[config.mk]
export PLATFORM = sky130hd
export DESIGN_NAME = xp_class_cmp
export DESIGN_NICKNAME = d
export VERILOG_FILES = /design/src/rtl/xp_pkg.sv /design/src/rtl/xp_classify.sv /design/src/rtl/xp_compare.sv /design/src/rtl/xp_ccmap.sv /design/src/rtl/xp_class_cmp.sv
export SDC_FILE = /design/constraint.sdc
export NUM_CORES = 1
export LEC_CHECK = 0
export ABC_AREA = 1
export BUFFER_PORTS_ARGS = -buffer_cell sky130_fd_sc_hd__buf_4
export CAP_MARGIN = 20
export CELL_PAD_IN_SITES_DETAIL_PLACEMENT = 0
export CELL_PAD_IN_SITES_GLOBAL_PLACEMENT = 1
export CORE_AREA = 2 2 115 117
export DETAILED_ROUTE_END_ITERATION = 8
export DIE_AREA = 0 0 117 119
export MAX_ROUTING_LAYER = met4
export PLACE_DENSITY_LB_ADDON = 0.1
export SETUP_SLACK_MARGIN = 0.3
export SLEW_MARGIN = 40
export SYNTH_ARGS = -nofsm -noshare
export SYNTH_HDL_FRONTEND = slang
export SYNTH_SLANG_ARGS = --single-unit
export TNS_END_PERCENT = 30
[constraint.sdc]
create_clock -name vclk -period 5.38
set_input_delay 1.076 -clock vclk [all_inputs]
set_output_delay 1.076 -clock vclk [all_outputs]
set_load 0.02 [all_outputs]
[src/rtl/xp_pkg.sv]
package xp_pkg;
  localparam int EXP_W = 15;
  localparam int MAN_W = 64;
  localparam int VAL_W = 1 + EXP_W + MAN_W;
  localparam logic [EXP_W-1:0] EXP_TOP = '1;
  localparam logic [MAN_W-1:0] MAN_INF = {1'b1, {(MAN_W-1){1'b0}}};
  localparam int INT_BIT = MAN_W - 1;
  localparam int QUIET_BIT = MAN_W - 2;

  // status word condition bit positions
  localparam int SW_C0 = 8;
  localparam int SW_C2 = 10;
  localparam int SW_C3 = 14;
  // integer flag word positions
  localparam int FL_CF = 0;
  localparam int FL_PF = 2;
  localparam int FL_ZF = 6;

  typedef struct packed {
    logic             sgn;
    logic [EXP_W-1:0] exp;
    logic [MAN_W-1:0] man;
  } xval_t;

  typedef enum logic [1:0] {
    REL_LT = 2'd0,
    REL_EQ = 2'd1,
    REL_GT = 2'd2,
    REL_UN = 2'd3
  } rel_t;

  function automatic logic f_zero(xval_t v);
    return (v.exp == '0) && (v.man == '0);
  endfunction

  function automatic logic f_inf(xval_t v);
    return (v.exp == EXP_TOP) && (v.man == MAN_INF);
  endfunction

  function automatic logic f_nan(xval_t v);
    return (v.exp == EXP_TOP) && (v.man != MAN_INF);
  endfunction

  function automatic logic f_snan(xval_t v);
    return f_nan(v) && !v.man[QUIET_BIT];
  endfunction

  // {C3,C2,C0} flag triple for a compare outcome
  function automatic logic [2:0] f_rel_bits(rel_t r);
    case (r)
      REL_LT:  return 3'b001;
      REL_EQ:  return 3'b100;
      REL_GT:  return 3'b000;
      default: return 3'b111;
    endcase
  endfunction
endpackage

[src/rtl/xp_classify.sv]
module xp_classify
  import xp_pkg::*;
(
  input  xval_t       val,
  input  logic        empty,
  output logic [3:0]  cc,
  output logic [1:0]  tag
);
  logic exp_lo, exp_hi, is_zero, is_inf;

  always_comb begin
    exp_lo  = (val.exp == '0);
    exp_hi  = (val.exp == EXP_TOP);
    is_zero = f_zero(val);
    is_inf  = f_inf(val);
  end

  // cc = {C3,C2,C1,C0}
  always_comb begin
    cc    = 4'b0000;
    cc[1] = val.sgn;
    if (empty) begin
      cc[3] = 1'b1;
      cc[0] = 1'b1;
    end else if (exp_hi) begin
      cc[0] = 1'b1;
      cc[2] = is_inf;
    end else if (exp_lo) begin
      cc[3] = 1'b1;
      cc[2] = !is_zero;
    end else begin
      cc[2] = 1'b1;
    end
  end

  always_comb begin
    if (empty)                                   tag = 2'b11;
    else if (is_zero)                            tag = 2'b01;
    else if (exp_lo || exp_hi || !val.man[INT_BIT]) tag = 2'b10;
    else                                         tag = 2'b00;
  end
endmodule

[src/rtl/xp_compare.sv]
module xp_compare
  import xp_pkg::*;
(
  input  xval_t a,
  input  xval_t b,
  input  logic  quiet,
  output rel_t  rel,
  output logic  invalid
);
  logic any_nan, any_snan, both_zero, mag_eq, mag_lt;

  always_comb begin
    any_nan   = f_nan(a) || f_nan(b);
    any_snan  = f_snan(a) || f_snan(b);
    both_zero = f_zero(a) && f_zero(b);
    mag_eq    = {a.exp, a.man} == {b.exp, b.man};
    mag_lt    = {a.exp, a.man} <  {b.exp, b.man};
  end

  always_comb begin
    if (any_nan)             rel = REL_UN;
    else if (both_zero)      rel = REL_EQ;
    else if (a.sgn != b.sgn) rel = a.sgn ? REL_LT : REL_GT;
    else if (mag_eq)         rel = REL_EQ;
    else if (mag_lt ^ a.sgn) rel = REL_LT;
    else                     rel = REL_GT;
  end

  assign invalid = quiet ? any_snan : any_nan;
endmodule

[src/rtl/xp_ccmap.sv]
module xp_ccmap
  import xp_pkg::*;
#(
  parameter int WORD_W = 16,
  parameter int POS_HI = 14,
  parameter int POS_MD = 10,
  parameter int POS_LO = 8
) (
  input  rel_t              rel,
  input  logic [WORD_W-1:0] word_in,
  output logic [WORD_W-1:0] word_out
);
  localparam logic [WORD_W-1:0] MASK =
    (WORD_W'(1) << POS_HI) | (WORD_W'(1) << POS_MD) | (WORD_W'(1) << POS_LO);

  logic [2:0] bits;

  always_comb begin
    bits             = f_rel_bits(rel);
    word_out         = word_in & ~MASK;
    word_out[POS_HI] = bits[2];
    word_out[POS_MD] = bits[1];
    word_out[POS_LO] = bits[0];
  end
endmodule

[src/rtl/xp_class_cmp.sv]
module xp_class_cmp
  import xp_pkg::*;
#(
  parameter int FLAG_W = 32
) (
  input  logic [VAL_W-1:0]  a_val,
  input  logic              a_empty,
  input  logic [VAL_W-1:0]  b_val,
  input  logic              quiet_cmp,
  input  logic [15:0]       sw_in,
  input  logic [FLAG_W-1:0] flags_in,
  output logic [3:0]        exam_cc,
  output logic [1:0]        tag_cls,
  output logic [1:0]        rel,
  output logic              cmp_invalid,
  output logic [15:0]       sw_out,
  output logic [FLAG_W-1:0] flags_out
);
  xval_t a_s, b_s;
  rel_t  rel_e;

  assign a_s = xval_t'(a_val);
  assign b_s = xval_t'(b_val);

  xp_classify u_cls (
    .val   (a_s),
    .empty (a_empty),
    .cc    (exam_cc),
    .tag   (tag_cls)
  );

  xp_compare u_cmp (
    .a       (a_s),
    .b       (b_s),
    .quiet   (quiet_cmp),
    .rel     (rel_e),
    .invalid (cmp_invalid)
  );

  assign rel = rel_e;

  xp_ccmap #(.WORD_W(16), .POS_HI(SW_C3), .POS_MD(SW_C2), .POS_LO(SW_C0)) u_swmap (
    .rel      (rel_e),
    .word_in  (sw_in),
    .word_out (sw_out)
  );

  xp_ccmap #(.WORD_W(FLAG_W), .POS_HI(FL_ZF), .POS_MD(FL_PF), .POS_LO(FL_CF)) u_flmap (
    .rel      (rel_e),
    .word_in  (flags_in),
    .word_out (flags_out)
  );
endmodule

==> results by group <==
Logic synthesis
  – Yosys top cell by area: ha_1
  – Syn nets: 870
  – Post-synth top cells: 128 x nand2_1, 118 x inv_1, 80 x ha_1
  – Top-area cell type share of the netlist area: 30.0%
  – Syn Area/Cell: 5.76 um2
  – Post-Syn Area: 3340 um2
  – Largest cells by area after synthesis: ha_1 30%, nand2_1 14%, inv_1 13%, buf_4 11%, nor2_1 8.6%
  – Yosys cell types: 25
  – Synthesis Warnings: 0
  – Most frequent cell after synthesis: nand2_1
  – Synth Instances: 580
  – Post-synthesis sequential area ratio: 0%

Route
  – Final wirelength: 10.6 mm
  – Via count: 3819
  – Residual DRC: 0
  – DR WL/cell: 12.0 um
  – Vias/cell: 4.31
  – DRT iter0 DRCs: 114
  – DR pass1 iterations: 4
  – ANT nets after route: 0

Setup path
  – Critical path type: input port to primary output
  – Crit path DAT: 3.14 ns
  – Startpoint Class: input port
  – Worst path required time: 4.30 ns
  – Critical path fanouts, max: 4
  – Critical Path Max Stage Delay: 0.30 ns
  – Endpoint class of the critical path: primary output
  – Slowest cell on crit path: ha_1
  – Cell Chain, Critical Path: buf_4 > ha_1 > nand4_1 > nor3_1 > nand2_1 > nor2_1 > nand3_1 > nor2_4 > a21oi_1 > nand2_1 > ha_1 > inv_1 > buf_4

STA
  – Final period util: 78.5%
  – Slew Limit Fails: 0
  – Setup slack after layout: 1.16 ns
  – Final setup TNS: 0 ns
  – Worst relative slew slack: 68.0%
  – Hold Violations, Final: 0
  – Worst slew pin tran: 0.475 ns
  – Final setup vio count: 0
  – RSZ-0062 raised after global routing: false
  – Crit path time final: 4.22 ns
  – Max Clk Rate: 237 MHz

Floorplanning
  – Total core area: 12900 um2
  – Die area: 13900 um2
  – Die Wd: 117 um
  – # rows: 42
  – I/O pin cnt: 267
  – Initial Util: 26.0%
  – Die boundary height: 119 um

Placement
  – Port Buffer Count: 177
  – Placed cell areas: 4540 um2
  – GPL Wtd Cong: 0.807
  – Detailed placer's ending HPWL: 10.1 mm
  – Pre-CTS WS: 1.13 ns

Cells and area
  – Num sequential: 0
  – ANT cells: 0
  – Layout cells sized above 1: 26.9%
  – Design area: 4540 um2
  – Final nets: 1002
  – Clock buf count: 0
  – Layout fillers: 1477
  – Register Area: 0 um2
  – Area grow syn2layout: 35.8%

Pwr
  – Peak supply drop: 0.0000317 V
  – Sequential power share: 0%
  – P_leak: 0.00269 uW
  – Power Internal: 150 uW
  – Net switching power: 143 uW
  – Switching part of the total: 48.8%
  – Combinational share of power: 100.0%
  – Clock Power Share: 0%
  – PwrDens: 64.7 nW/um2

Clock network
  – Number of gates resized after cts: 0
  – Cts hold-fix bufs: 0
  – Setup Buffers After CTS: 0

GRT
  – Largest net degree at the start of global routing: 5
  – Grt ovf: 0
  – Initial antenna violation count: 0
  – First-pass GRT wire length: 16.8 mm
  – Total global-route track usage: 14.9%
  – Vias in the first global route: 3730

Outcome
  – Status: finished, final reports clean

Worst hold path
  – Min-delay worst type: input port to primary output

Flow run
  – Max-Cap Viols: 0
[cell families (layout without fill, tap and decap cells)]
family                   Yosys count  count (layout)  share of synthesized area, %
AO/OA/AOI/OAI                     49              49                          7.79
buffers and inverters            165             295                          23.8
adder cells (fa/ha/maj)           80              80                          30.0
AND/OR/NAND/NOR                  286             286                          38.5
[worst paths after layout]
check             startpoint   endpoint  slack, ns  depth (start not counted)
setup / recovery   a_val[30]  sw_out[8]       1.16                         13
hold / removal      sw_in[0]  sw_out[0]       2.15                          0
[layout by cell type, fill, tap and decap left out, drive strengths merged]
cell,Yosys,final
nand3,19,19
and2,1,1
a21boi,1,1
inv,118,118
nor4,13,13
a21oi,34,34
nor2,84,84
o21a,2,2
nor3,8,8
o31ai,1,1
a21o,2,2
o21ai,9,9
buf,47,177
nor3b,1,1
or2,4,4
nand4,27,27
ha,80,80
nand2,129,129
[power by group through the flow]
stage	Sequential [uW]	Combinational, uW	Clock [uW]
after CTS	0	299	0
after detailed placement	0	298	0
after global routing	0	338	0
after floorplan	0	190	0
final	0	294	0
after global placement	0	296	0
[final cells by class]
class	count	area (um2)	area share, %
inverters	118	443	9.76
multi-input cells	415	2550	56.1
repair buffers	177	1330	29.3
well taps	176	220	4.85
[per-layer routing]
layer / vias to the layer above / track usage (%) / part of all wire, %
met5: - / - / 0
met4: 0 / 0.515 / 0.23
met3: 8 / 1.07 / 6.2
met2: 116 / 25.8 / 47
met1: 1611 / 19.9 / 47
li1: 2084 / - / -
[critical path: cells and delay by family]
family          cells  cell delay [ns]
compound gates      1             0.06
fa+ha+maj           2             0.56
simple gates        7             1.08
buf+inv             3             0.36
[metrics by stage]
step	hold WS (ns)	std cells	util [%]	power (uW)
2_1_floorplan	2.23	580	-	190
3_3_place_gp	2.15	886	35.2	296
3_5_place_dp	2.15	886	35.2	298
4_1_cts	2.15	886	35.2	299
5_1_grt	2.15	886	35.2	338
6_report	2.15	886	35.2	294
(Power assumes the default switching activity.)
